[src/rtl/cioq_switch.sv]
module cioq_switch #(
  parameter int N  = 4,
  parameter int W  = 8,
  parameter int VD = 5,
  parameter int OD = 20,
  parameter int S  = 2,
  parameter int CW = 8
) (
  input  logic              clk,
  input  logic              rst_n,
  output logic              slot_first,
  input  logic [N-1:0]      in_valid,
  input  logic [N*((N>1)?$clog2(N):1)-1:0] in_dest,
  input  logic [N*W-1:0]    in_data,
  output logic [N-1:0]      out_valid,
  output logic [N*W-1:0]    out_data,
  output logic [N-1:0]      in_drop,
  output logic [N-1:0]      out_drop,
  output logic [N*CW-1:0]   in_drop_cnt,
  output logic [N*CW-1:0]   out_drop_cnt
);
  localparam int PW  = (N > 1) ? $clog2(N) : 1;
  localparam int VAW = (VD > 1) ? $clog2(VD) : 1;
  localparam int VCW = $clog2(VD + 1);
  localparam int OAW = (OD > 1) ? $clog2(OD) : 1;
  localparam int OCW = $clog2(OD + 1);
  localparam int SW  = (S > 1) ? $clog2(S) : 1;

  logic [SW-1:0]  ph;
  logic           arrive, last;

  logic [W-1:0]   vq_mem [N][N][VD];
  logic [VAW-1:0] vq_wp  [N][N];
  logic [VAW-1:0] vq_rp  [N][N];
  logic [VCW-1:0] vq_cnt [N][N];

  logic [W-1:0]   oq_mem [N][OD];
  logic [OAW-1:0] oq_wp  [N];
  logic [OAW-1:0] oq_rp  [N];
  logic [OCW-1:0] oq_cnt [N];

  logic [PW-1:0]  gptr [N];
  logic [PW-1:0]  aptr [N];
  logic [CW-1:0]  idc  [N];
  logic [CW-1:0]  odc  [N];

  logic [N-1:0]   col  [N];
  logic [N-1:0]   gnt  [N];
  logic [N-1:0]   gin  [N];
  logic [N-1:0]   acc  [N];
  logic [N-1:0]   acol [N];
  logic [N-1:0]   vpush [N];
  logic [N-1:0]   mval, opush;
  logic [W-1:0]   mdat [N];

  assign arrive     = (ph == '0);
  assign last       = (ph == SW'(S - 1));
  assign slot_first = arrive;

  function automatic logic [N-1:0] rr_pick(input logic [N-1:0] v, input logic [PW-1:0] p);
    int idx;
    rr_pick = '0;
    for (int k = N - 1; k >= 0; k--) begin
      idx = (int'(p) + k) % N;
      if (v[idx]) begin
        rr_pick = '0;
        rr_pick[idx] = 1'b1;
      end
    end
  endfunction

  always_comb begin
    for (int j = 0; j < N; j++)
      for (int i = 0; i < N; i++)
        col[j][i] = (vq_cnt[i][j] != '0);
    for (int j = 0; j < N; j++)
      gnt[j] = rr_pick(col[j], gptr[j]);
    for (int i = 0; i < N; i++)
      for (int j = 0; j < N; j++)
        gin[i][j] = gnt[j][i];
    for (int i = 0; i < N; i++)
      acc[i] = rr_pick(gin[i], aptr[i]);
    for (int j = 0; j < N; j++)
      for (int i = 0; i < N; i++)
        acol[j][i] = acc[i][j];
  end

  always_comb begin
    for (int j = 0; j < N; j++) begin
      mval[j] = 1'b0;
      mdat[j] = '0;
      for (int i = 0; i < N; i++)
        if (acc[i][j]) begin
          mval[j] = 1'b1;
          mdat[j] = vq_mem[i][j][vq_rp[i][j]];
        end
    end
  end

  always_comb begin
    for (int i = 0; i < N; i++) begin
      in_drop[i] = arrive && in_valid[i] &&
                   (vq_cnt[i][in_dest[i*PW +: PW]] == VCW'(VD));
      for (int j = 0; j < N; j++)
        vpush[i][j] = arrive && in_valid[i] && (in_dest[i*PW +: PW] == PW'(j)) &&
                      (vq_cnt[i][j] != VCW'(VD));
      in_drop_cnt[i*CW +: CW] = idc[i];
    end
    for (int j = 0; j < N; j++) begin
      out_valid[j]            = last && (oq_cnt[j] != '0);
      out_data[j*W +: W]      = oq_mem[j][oq_rp[j]];
      out_drop[j]             = mval[j] && (oq_cnt[j] == OCW'(OD));
      opush[j]                = mval[j] && (oq_cnt[j] != OCW'(OD));
      out_drop_cnt[j*CW +: CW] = odc[j];
    end
  end

  always_ff @(posedge clk) begin
    if (!rst_n) begin
      ph <= '0;
      for (int i = 0; i < N; i++) begin
        gptr[i] <= '0;
        aptr[i] <= '0;
        idc[i]  <= '0;
        odc[i]  <= '0;
        oq_wp[i] <= '0;
        oq_rp[i] <= '0;
        oq_cnt[i] <= '0;
        for (int j = 0; j < N; j++) begin
          vq_wp[i][j]  <= '0;
          vq_rp[i][j]  <= '0;
          vq_cnt[i][j] <= '0;
        end
      end
    end else begin
      ph <= last ? '0 : SW'(ph + 1'b1);
      for (int i = 0; i < N; i++) begin
        for (int j = 0; j < N; j++) begin
          if (vpush[i][j]) begin
            vq_mem[i][j][vq_wp[i][j]] <= in_data[i*W +: W];
            vq_wp[i][j] <= (vq_wp[i][j] == VAW'(VD - 1)) ? '0 : VAW'(vq_wp[i][j] + 1'b1);
          end
          if (acc[i][j]) begin
            vq_rp[i][j] <= (vq_rp[i][j] == VAW'(VD - 1)) ? '0 : VAW'(vq_rp[i][j] + 1'b1);
            aptr[i] <= PW'((j + 1) % N);
            gptr[j] <= PW'((i + 1) % N);
          end
          vq_cnt[i][j] <= vq_cnt[i][j] + VCW'(vpush[i][j]) - VCW'(acc[i][j]);
        end
        if (in_drop[i]) idc[i] <= idc[i] + 1'b1;
      end
      for (int j = 0; j < N; j++) begin
        if (opush[j]) begin
          oq_mem[j][oq_wp[j]] <= mdat[j];
          oq_wp[j] <= (oq_wp[j] == OAW'(OD - 1)) ? '0 : OAW'(oq_wp[j] + 1'b1);
        end
        if (out_valid[j])
          oq_rp[j] <= (oq_rp[j] == OAW'(OD - 1)) ? '0 : OAW'(oq_rp[j] + 1'b1);
        oq_cnt[j] <= oq_cnt[j] + OCW'(opush[j]) - OCW'(out_valid[j]);
        if (out_drop[j]) odc[j] <= odc[j] + 1'b1;
      end
    end
  end

  for (genvar gj = 0; gj < N; gj++) begin : g_ochk

    one_src_chk: assert property (@(posedge clk) disable iff (!rst_n) $onehot0(acol[gj]));

    oq_bound_chk: assert property (@(posedge clk) disable iff (!rst_n) oq_cnt[gj] <= OCW'(OD));

    odrop_cnt_chk: assert property (@(posedge clk) disable iff (!rst_n)
      out_drop[gj] |=> odc[gj] == $past(odc[gj]) + CW'(1));
    for (genvar gi = 0; gi < N; gi++) begin : g_vchk

      vq_bound_chk: assert property (@(posedge clk) disable iff (!rst_n) vq_cnt[gi][gj] <= VCW'(VD));
    end
  end

  for (genvar gi = 0; gi < N; gi++) begin : g_ichk

    idrop_cnt_chk: assert property (@(posedge clk) disable iff (!rst_n)
      in_drop[gi] |=> idc[gi] == $past(idc[gi]) + CW'(1));
  end
endmodule

[config.mk]
export PLATFORM = sky130hd
export DESIGN_NAME = cioq_switch
export DESIGN_NICKNAME = d
export VERILOG_FILES = /design/src/rtl/cioq_switch.sv
export SDC_FILE = /design/constraint.sdc
export NUM_CORES = 2
export LEC_CHECK = 0
export BUFFER_PORTS_ARGS = -buffer_cell sky130_fd_sc_hd__buf_2
export CORE_MARGIN = 2
export CORE_UTILIZATION = 44
export CTS_BUF_LIST = sky130_fd_sc_hd__clkbuf_8 sky130_fd_sc_hd__clkbuf_16
export CTS_CLUSTER_DIAMETER = 120
export DETAILED_ROUTE_END_ITERATION = 16
export GPL_TIMING_DRIVEN = 0
export PLACE_DENSITY = 0.7
export SLEW_MARGIN = 20
export SYNTH_ARGS = -nofsm -noshare
export SYNTH_HDL_FRONTEND = slang
export SYNTH_SLANG_ARGS = --single-unit
[constraint.sdc]
create_clock -name clk -period 12 [get_ports clk]
set_clock_uncertainty 0.05 [all_clocks]
set_input_delay 0.6 -clock clk [delete_from_list [all_inputs] [get_ports clk]]
set_output_delay 0.6 -clock clk [all_outputs]
set_load 0.01 [all_outputs]
==> metrics.cfg <==
[timing]
layout_min_cycle_time_ns = 7.46
rsz0062_at_grt = no
max_freq_mhz = 134
slew_viol_final = 0
tns_ns = 0
slew_headroom_pct = 16.0
period_share_pct = 62.1
max_slew.worst_pin.slew_ns = 1.23
finalSetupViolations = 0
hold_viol_final = 0
holdWs_ns = 0.178

[setup_path]
crit_type = reg -> out
crit_fanout = 10
endpoint_kind = primary output
cp-start-kind = register
cp.arrival_ns = 6.81
worstPathRequired_ns = 11.35

[logic_synthesis]
yosys.area_share.simple_pct = 8.10
synth.area.mux_share_pct = 11.6
yosysMostFrequentCell = edfxtp_1
synth_nets = 4692
synth_area_um2 = 69500
ys_ff_latch = 1565
synth.area.top_cells = edfxtp_1, mux4_2, ha_1
synth_top_family_by_area = multiplexers
syn_area_per_cell_um2 = 15.7
yosys.area.top_type = edfxtp_1
synth_compound_area_share_pct = 5.21
synth_common_cells = edfxtp_1, mux4_2, inv_1
yosysWarnings = 0
synth.distinct_cells = 89
synthFlopType = edfxtp_1
synthAdderAreaFrac_pct = 4.32
synth_top_area_share_pct = 64.3
synth-edff-count = 1490
yosysSeqAreaShare_pct = 66.5
synthArstFlopShare_pct = 0
synthCells = 4418
synthXorXnorAreaFrac_pct = 1.37

[cts]
cts_hold_buf = 0
worstSkewPairLatency_ns = 0.82
clockRootBuffer = clkbuf_16
tritoncts = yes
cts.path.max_buffers = 3
htreeDepth = 4
clkSlewWorstSetupHoldPaths_ns = 0.06
clock_sinks = 1565
post-cts-setup-buffers = 0
cts-resized-gates = 0
cts_made_buffers = 157

[die]
io_pins = 155
core_area_um2 = 157000
dieArea_um2 = 161000
start_util_pct = 44.4
die_h_um = 402
rows = 145
die_w_um = 402

[cells_and_area]
design_area_um2 = 79800
drive_gt1_share_pct = 21.4
area_delta_synth_final_pct = 14.8
nets = 5078
fin_util_pct = 51.0

[global_route]
grt_overflow_total = 0
grt_max_degree = 21
grt_antenna_before_repair = 28
first_global_vias = 40500
grtUsageTotal_pct = 21.8
grt_pass1_wl_um = 262000

[detailed_routing]
first_pass_iters = 6
wl_per_cell_um = 25.3
vias = 41000
via_per_inst = 5.86
routed_wl_um = 177000
drt-initial-drc-count = 4831
ant_nets = 0
drc = 0

[placement]
hpwl_um = 125000
placed_cell_area_um2 = 74500
io_buffer_count = 153
place_congestion = 0.956

[run]
maxCapViolations = 0

[status]
status = complete, no violations

[min_path]
holdCritPathClass = in -> reg

==> registers in the layout, indices dropped and copies added (netlist names) <==
| signal | count |
|---|---|
| vq_wp | 48 |
| oq_cnt | 20 |
| last | 1 |
| vq_rp | 48 |
| vq_mem | 640 |
| gptr | 8 |
| idc | 32 |
| odc | 32 |
| aptr | 8 |
| vq_cnt | 48 |
| oq_wp | 20 |
| oq_mem | 640 |
| oq_rp | 20 |
==> final timing paths <==
path | start | to | slack (ns) | cells past startpoint
min reg2reg | last$_SDFF_PP0_ | last$_SDFF_PP0_ | 0.40 | 1
max | gptr[0][0]$_SDFFE_PP1P_ | out_drop[0] | 4.54 | 16
max reg2reg | gptr[0][0]$_SDFFE_PP1P_ | oq_cnt[0][4]$_SDFF_PN0_ | 4.68 | 21
min | in_data[24] | vq_mem[3][80]$_DFFE_PP_ | 0.18 | 1
==> kinds of logic after synthesis <==
| logic type | Yosys count |
|---|---|
| muxes | 376 |
| DFF | 1565 |
| AOI/OAI and AO/OA | 510 |
| adders and majority gates | 228 |
| buffers and inverters | 517 |
| xor gates and xnor gates | 109 |
| and+or+nand+nor | 1113 |
==> layer usage <==
metal	wire length, um	global-route usage [%]
met4	7200	8.52
met5	115	0
met1	71200	29.5
met3	16000	4.89
met2	82800	34.5
==> layout make-up <==
cell class                 instances  area (um^2)
sequential                      1565        46200
tap                             2058         2570
timing repair buffer             227         1380
multi-input combinational       2336        22400
fill                           12500        76800
inverter                         321         1210
clock inverter                   128         1200
buffer                           196          816
antenna                            9         22.5
clock buffer                     162         4010
==> cells in the final DEF (no fill, tap or decap), types with 75 or more instances in the layout <==
cell / Yosys / layout
mux4_2: 343 / 343
ha_1: 208 / 208
clkbuf_1: 128 / 119
o21ai_0: 116 / 112
buf_2: 22 / 200
inv_1: 310 / 335
nor2_1: 253 / 252
nand2_1: 166 / 166
dfxtp_1: 75 / 75
edfxtp_1: 1490 / 1490
nor3_1: 197 / 90
clkbuf_16: 0 / 158
nand3_1: 158 / 158
nor3_2: 0 / 107
==> through the flow <==
step	cells	setup slack [ns]
global placement	6629	3.98
finish	7002	4.54
detailed placement	6702	4.77
CTS	6992	4.51
global route	6996	4.26
floorplan	4418	6.53
==> critical path: stages (launching register included) <==
cell and delay, ns:
dfxtp_1 0.40, buf_2 0.31, inv_1 0.17, ha_1 0.43
nor4_1 0.09, a211oi_1 0.51, o211ai_1 0.19, a211oi_1 0.44
a21oi_1 0.13, mux4_2 0.55, o21a_1 0.21, a21oi_2 0.42
inv_1 0.42, nor4_4 1.01, buf_2 0.42, nor2_1 0.10
buf_2 0.15
Power is left out: the tool's default activity adds up to more than one toggle a clock period on the data nets, which glitch-free logic cannot reach.
